$ cat src/rtl/link_resync_ctrl.sv
module link_resync_ctrl #(
  parameter int ID_W = 8
) (
  input  logic            clk,
  input  logic            rst_n,
  input  logic            rx_data,
  input  logic            rx_err,
  input  logic            rx_attn,
  input  logic [ID_W-1:0] rx_id,
  input  logic [ID_W-1:0] tx_id,
  input  logic            tx_rdy,
  output logic            rx_ok,
  output logic            tx_attn
);

  logic attn_mode;
  logic err_seen;
  wire  id_match = (rx_id == tx_id);

  always_ff @(posedge clk) begin
    if (!rst_n) begin
      attn_mode <= 1'b1;
      err_seen  <= 1'b0;
      rx_ok     <= 1'b0;
      tx_attn   <= 1'b1;
    end else begin
      if (tx_rdy) tx_attn <= attn_mode;
      if (rx_err) begin
        rx_ok <= 1'b0;
        if (attn_mode) begin
          err_seen <= 1'b0;
        end else if (err_seen) begin
          attn_mode <= 1'b1;
          err_seen  <= 1'b0;
        end else begin
          err_seen <= 1'b1;
        end
      end else if (rx_attn) begin
        if (attn_mode && id_match) begin
          attn_mode <= 1'b0;
          err_seen  <= 1'b0;
        end
      end else if (rx_data) begin
        err_seen <= 1'b0;
        if (!attn_mode) rx_ok <= 1'b1;
      end
    end
  end

endmodule


$ cat config.mk
export PLATFORM = sky130hd
export DESIGN_NAME = link_resync_ctrl
export DESIGN_NICKNAME = d
export VERILOG_FILES = /design/src/rtl/link_resync_ctrl.sv
export SDC_FILE = /design/constraint.sdc
export NUM_CORES = 1
export LEC_CHECK = 0
export ABC_CLOCK_PERIOD_IN_PS = 900
export BUFFER_PORTS_ARGS = -buffer_cell sky130_fd_sc_hd__buf_2
export CAP_MARGIN = 20
export CORE_AREA = 2 2 39 41
export DETAILED_ROUTE_END_ITERATION = 10
export DIE_AREA = 0 0 41 43
export PLACE_DENSITY = 0.49
export SYNTH_ARGS = -nofsm -noshare
export SYNTH_HDL_FRONTEND = slang
export SYNTH_SLANG_ARGS = --single-unit
$ cat constraint.sdc
create_clock -name clk -period 0.9 [get_ports clk]
set_clock_uncertainty 0.1 [all_clocks]
set_input_delay 0 -clock clk [delete_from_list [all_inputs] [get_ports clk]]
set_output_delay 0 -clock clk [all_outputs]
set_load 0.02 [all_outputs]
== Word-level counts from Yosys, hierarchy flattened ==
Cells that the tools add are included.
Widths: inputs -> output; s select.

* Output and inout port bits: 2
* Bits of input ports: 22
* Register bits: 4

* Mux-type cells: 10
* Reductions and logical operators: 8
* Equal/unequal tests: 2
* Bitwise gates (word level): 3

{| class="wikitable"
|+ Operators by type and width
! kind !! number
|-
| $mux 1 || 10
|-
| $eq 8x8->1 || 1
|-
| $reduce_and 2->1 || 2
|-
| $reduce_bool 2->1 || 2
|-
| $ne 3x2->1 const B || 1
|-
| $not 1->1 || 3
|-
| $reduce_and 3->1 || 1
|-
| $reduce_bool 3->1 || 1
|-
| $reduce_or 2->1 || 1
|-
| $logic_and 1x1->1 || 1
|}

== Logic depth before layout (Yosys ltp) ==
* Depth after elaboration: 5
* Gate-level depth with buffers: 4
* Gate-level depth less buffers: 4

== Least setup slack after synthesis ==
Ideal clock, no wire load.

* Kind: register -> register
* Start point: register attn_mode
* End point: register attn_mode
* Slack: -85 ps
* Stages on the path, launching flop included: 4
* Arrival time: 757 ps
* Path buffers: 0
* Cell sequence: dfxtp_1 -> nand2_1 -> nor4_2 -> a31oi_1

* Longest elaborated chain between the ends: 3

{| class="wikitable"
|+ Ends and longest elaborated chain
! element !! RTL line !! RTL
|-
| start: declaration || 16 || <nowiki>logic attn_mode;</nowiki>
|-
| start signal: assignment || 22 || <nowiki>attn_mode <= 1'b1;</nowiki>
|-
| start signal: assignment || 33 || <nowiki>attn_mode <= 1'b1;</nowiki>
|-
| start signal: assignment || 40 || <nowiki>attn_mode <= 1'b0;</nowiki>
|-
| $logic_and 1x1->1 || 39 || <nowiki>if (attn_mode && id_match) begin</nowiki>
|-
| $reduce_bool 2->1 (no source line) || n/a ||
|-
| $reduce_and 2->1 (no source line) || n/a ||
|}

Several ways; a longest one is shown, not always the timed one.
A chain may end at the register's enable or synchronous reset.

== Final worst setup path ==
Same ends and word-level chain as after synthesis.

==> key figures <==
Outcome
  – Result of the run: finished, final reports clean

Synth
  – Number of enable-type register cells in the synthesized netlist: 0
  – Adder-cell share of the synthesized area: 0
  – Count of cell types in the netlist: 15
  – Top cells by instance count after synthesis: 7 x sky130_fd_sc_hd__xnor2_1, 4 x sky130_fd_sc_hd__dfxtp_1, 4 x sky130_fd_sc_hd__inv_1
  – Synth Area in Simple Gates: 0.178
  – Area contributors post-synth: sky130_fd_sc_hd__dfxtp_1 32%, sky130_fd_sc_hd__xnor2_1 24%, sky130_fd_sc_hd__inv_1 5.9%
  – Cells after Synth: 30
  – Post-Synth XOR/XNOR Area: 0.277
  – Yosys warning count: 0
  – Cell Area, Synth: 253 µm²
  – Post-synthesis sequential element count: 4
  – Portion of synthesized cell area occupied by the leading cell type: 0.317
  – Cell with the most instances after synthesis: sky130_fd_sc_hd__xnor2_1
  – Fraction of the mapped netlist area in compound gates: 0.129
  – Mux contribution to synthesized area: 0.0396
  – Share of flip-flops with an asynchronous set or reset after synthesis: 0
  – Top FF cell, synth: sky130_fd_sc_hd__dfxtp_1
  – Share of synthesized area occupied by flip-flops and latches: 0.317
  – Post-synthesis area per instance: 8.42 µm²
  – Cell type with the largest total area after synthesis: sky130_fd_sc_hd__dfxtp_1
  – Net count of the mapped netlist: 52
  – Largest family of logic cells by synthesized area: XOR/XNOR gates

Job
  – Count of max-cap constraint violations: 0

STA
  – Final period utilization: 0.984
  – Final max-slew violation count: 0
  – Fin. Hold Viols: 0
  – Final min period: 885 ps
  – Slew HR: 0.840
  – Setup_tns: 0 ps
  – Worst Tran Pin Value: 239 ps
  – WHS: 20.5 ps
  – RSZ-0062 raised after global routing: yes
  – Fmax: 1.13 GHz
  – Final setup slack of the worst path: 14.5 ps
  – Total setup violations reported at the end of the flow: 0

Power
  – Static Leak: 0.234 nW
  – Sequential power share: 0.333
  – Design internal power: ~0.0004 W
  – Power per cell area: around 1100 nW/µm²
  – Switching Share: 0.241
  – Psw: 0.000127 W
  – IR Drop Worst-Case VDD: 298 µV
  – Fraction of power consumed by the clock network: 0.429
  – Gate power share: 0.238

Critical path
  – CP Data Arrival Time: 900 ps
  – Critical Path, Cell by Cell: nand2_2 -> nor4_4 -> a31oi_1
  – Gate family responsible for the most delay along the worst path: flip-flops
  – Critical Path RT: ~900 ps
  – Register-to-register setup slack: 10 ps
  – Cells on worst reg2reg path: 3
  – Number of logic stages on the critical path including buffering: 3
  – Largest fanout of any net on the critical path: 5
  – Biggest cell delay along the critical path: 360 ps
  – CP startpoint kind: flip-flop
  – Worst R2R Start: attn_mode$_SDFFE_PN1P_
  – R2r endpoint: attn_mode$_SDFFE_PN1P_
  – Setup crit end kind: flip-flop
  – Cell with the biggest individual delay on the critical path: sky130_fd_sc_hd__dfxtp_4
  – Buf+Inv Stages, Crit Path: 0
  – Type of the worst setup path: reg -> reg

Cells and area
  – Final std cell area, no fill: 484 µm²
  – Diode insertion count for antenna repair: 0
  – Net count reported at finish: 86
  – Synth-to-layout area growth: 91.6%
  – Final Util: 0.350
  – Share of post-route cells with drive strength above 1: 0.500

Placed design
  – Pre-CTS worst setup slack: -136 ps
  – Number of port buffers: 23
  – GPL Wtd Cong: about 0.62
  – Post-DP Area: slightly below 400 µm²
  – Post-DP HPWL: 519 µm

Drt
  – Routed Wire Length: approximately 670 µm
  – Remaining antenna violation count after routing: 0
  – Initial DRC count: 6
  – First-pass iteration count of the detailed router: 2
  – Routed vias: roughly 320
  – DRC Markers: 0
  – Vias per cell: 4.05
  – Avg WL per Cell: 8.55 µm

Global routing
  – GRT Util Overall: 0.0902
  – Largest net degree at the start of global routing: 6
  – GRT overflow: 0
  – Global-route wire length before repair: approximately 1100 µm
  – Initial antenna violation count: 0
  – Number of global-route vias before repair: between 300 and 400

Clock tree
  – Maximum buffer depth of the clock tree: 2
  – Clock input transition at the sequential cells of the worst setup and hold paths: 40 ps
  – CTS Root Buffer Type: sky130_fd_sc_hd__clkbuf_4
  – Total CTS buffers: 3
  – Clock tree from TritonCTS: done
  – Worst skew pair latency: 240 ps
  – Maximum level of the CTS H-tree: 1
  – Clock sink total: 4

Floorplanning
  – Std cell rows: 14
  – Vertical die dimension: 43 µm
  – Area of the core: 1380 µm²
  – Horiz. Die Dim: a little over 40 µm
  – Area enclosed by the die boundary: 1760 µm²
  – Starting density of the core: 0.183
  – Ports placed on the boundary: 24

Worst hold path
  – Hold Crit Endpoint: err_seen$_SDFFE_PN0P_
  – Worst hold path cell count: 3
  – Min-Delay Path Class: in -> reg
  – Min-Delay Startpoint: rx_err
[power by group through the flow]
stage               Sequential, W  Clock [W]  Combinational (W)
finish                   0.000176   0.000227           0.000126
global route             0.000175   0.000249           0.000139
CTS                      0.000178   0.000243           0.000127
detailed placement       0.000181          0           0.000103
global placement         0.000181          0           0.000102
floorplan                0.000181          0          0.0000437
[routing by layer]
metal | wire (µm) | global-route usage | vias up | share of wire
li1 | - | - | 170 | -
met1 | 307 | 0.0958 | 124 | 0.46
met2 | 259 | 0.141 | 22 | 0.39
met3 | 101 | 0.0314 | 0 | 0.15
met4 | 0 | 0.0600 | 0 | 0
met5 | 0 | 0 | - | 0
[cell usage in the layout (no fill, tap or decap), drive strengths merged, types with 2 or more instances in the layout]
master,Yosys,layout
dlygate4sd3,0,5
a31oi,2,2
clkbuf,0,3
xnor2,7,7
nor3,2,2
buf,0,24
dfxtp,4,4
inv,4,4
nand2,2,2
[worst max path at each step]
stage	start	to	slack (ps)
2_1_floorplan	attn_mode$_SDFFE_PN1P_	attn_mode$_SDFFE_PN1P_	20
3_3_place_gp	tx_id[7]	attn_mode$_SDFFE_PN1P_	-120
3_5_place_dp	tx_id[4]	attn_mode$_SDFFE_PN1P_	-140
4_1_cts	attn_mode$_SDFFE_PN1P_	attn_mode$_SDFFE_PN1P_	-10
5_1_grt	attn_mode$_SDFFE_PN1P_	attn_mode$_SDFFE_PN1P_	-20
6_report	attn_mode$_SDFFE_PN1P_	attn_mode$_SDFFE_PN1P_	10
[worst register-to-register path, stage by stage, from the launching register on]
cell,delay (ps)
sky130_fd_sc_hd__dfxtp_4,360
sky130_fd_sc_hd__nand2_2,60
sky130_fd_sc_hd__nor4_4,140
sky130_fd_sc_hd__a31oi_1,110
[cell type report]
class / instances / area, µm²
fillers: 156 / 900
multi-input cells: 22 / 169
flip-flops and latches: 4 / 85.1
clock buffers: 3 / 22.5
well taps: 16 / 20.0
repair buffers: 29 / 173
inverters: 4 / 15.0
[through the flow]
stage	cells	total power [W]
finish	78	0.000528
detailed placement	70	0.000284
floorplan	30	0.000225
global route	78	0.000563
global placement	70	0.000284
CTS	78	0.000548
[registers in the layout, indices dropped and copies added (netlist names)]
name and count:
attn_mode 1, err_seen 1, rx_ok 1, tx_attn 1
[timing repair]
item,4_1_cts,5_1_grt
hold buffers,5,0
gates resized for setup,2,2
pin swaps,1,1
endpoints found under the hold margin,4,0
cloned,0,0
setup buffers,0,0
endpoints found under the setup margin,2,3
[logic make-up (layout without fill, tap and decap cells)]
kind of cell,after synthesis,after routing
XOR/XNOR,8,8
AND/OR/NAND/NOR,8,8
AO/OA/AOI/OAI,5,5
flip-flops,4,4
buffers and inverters,4,36
multiplexers,1,1
No activity file was read; power rests on OpenSTA's default activity.
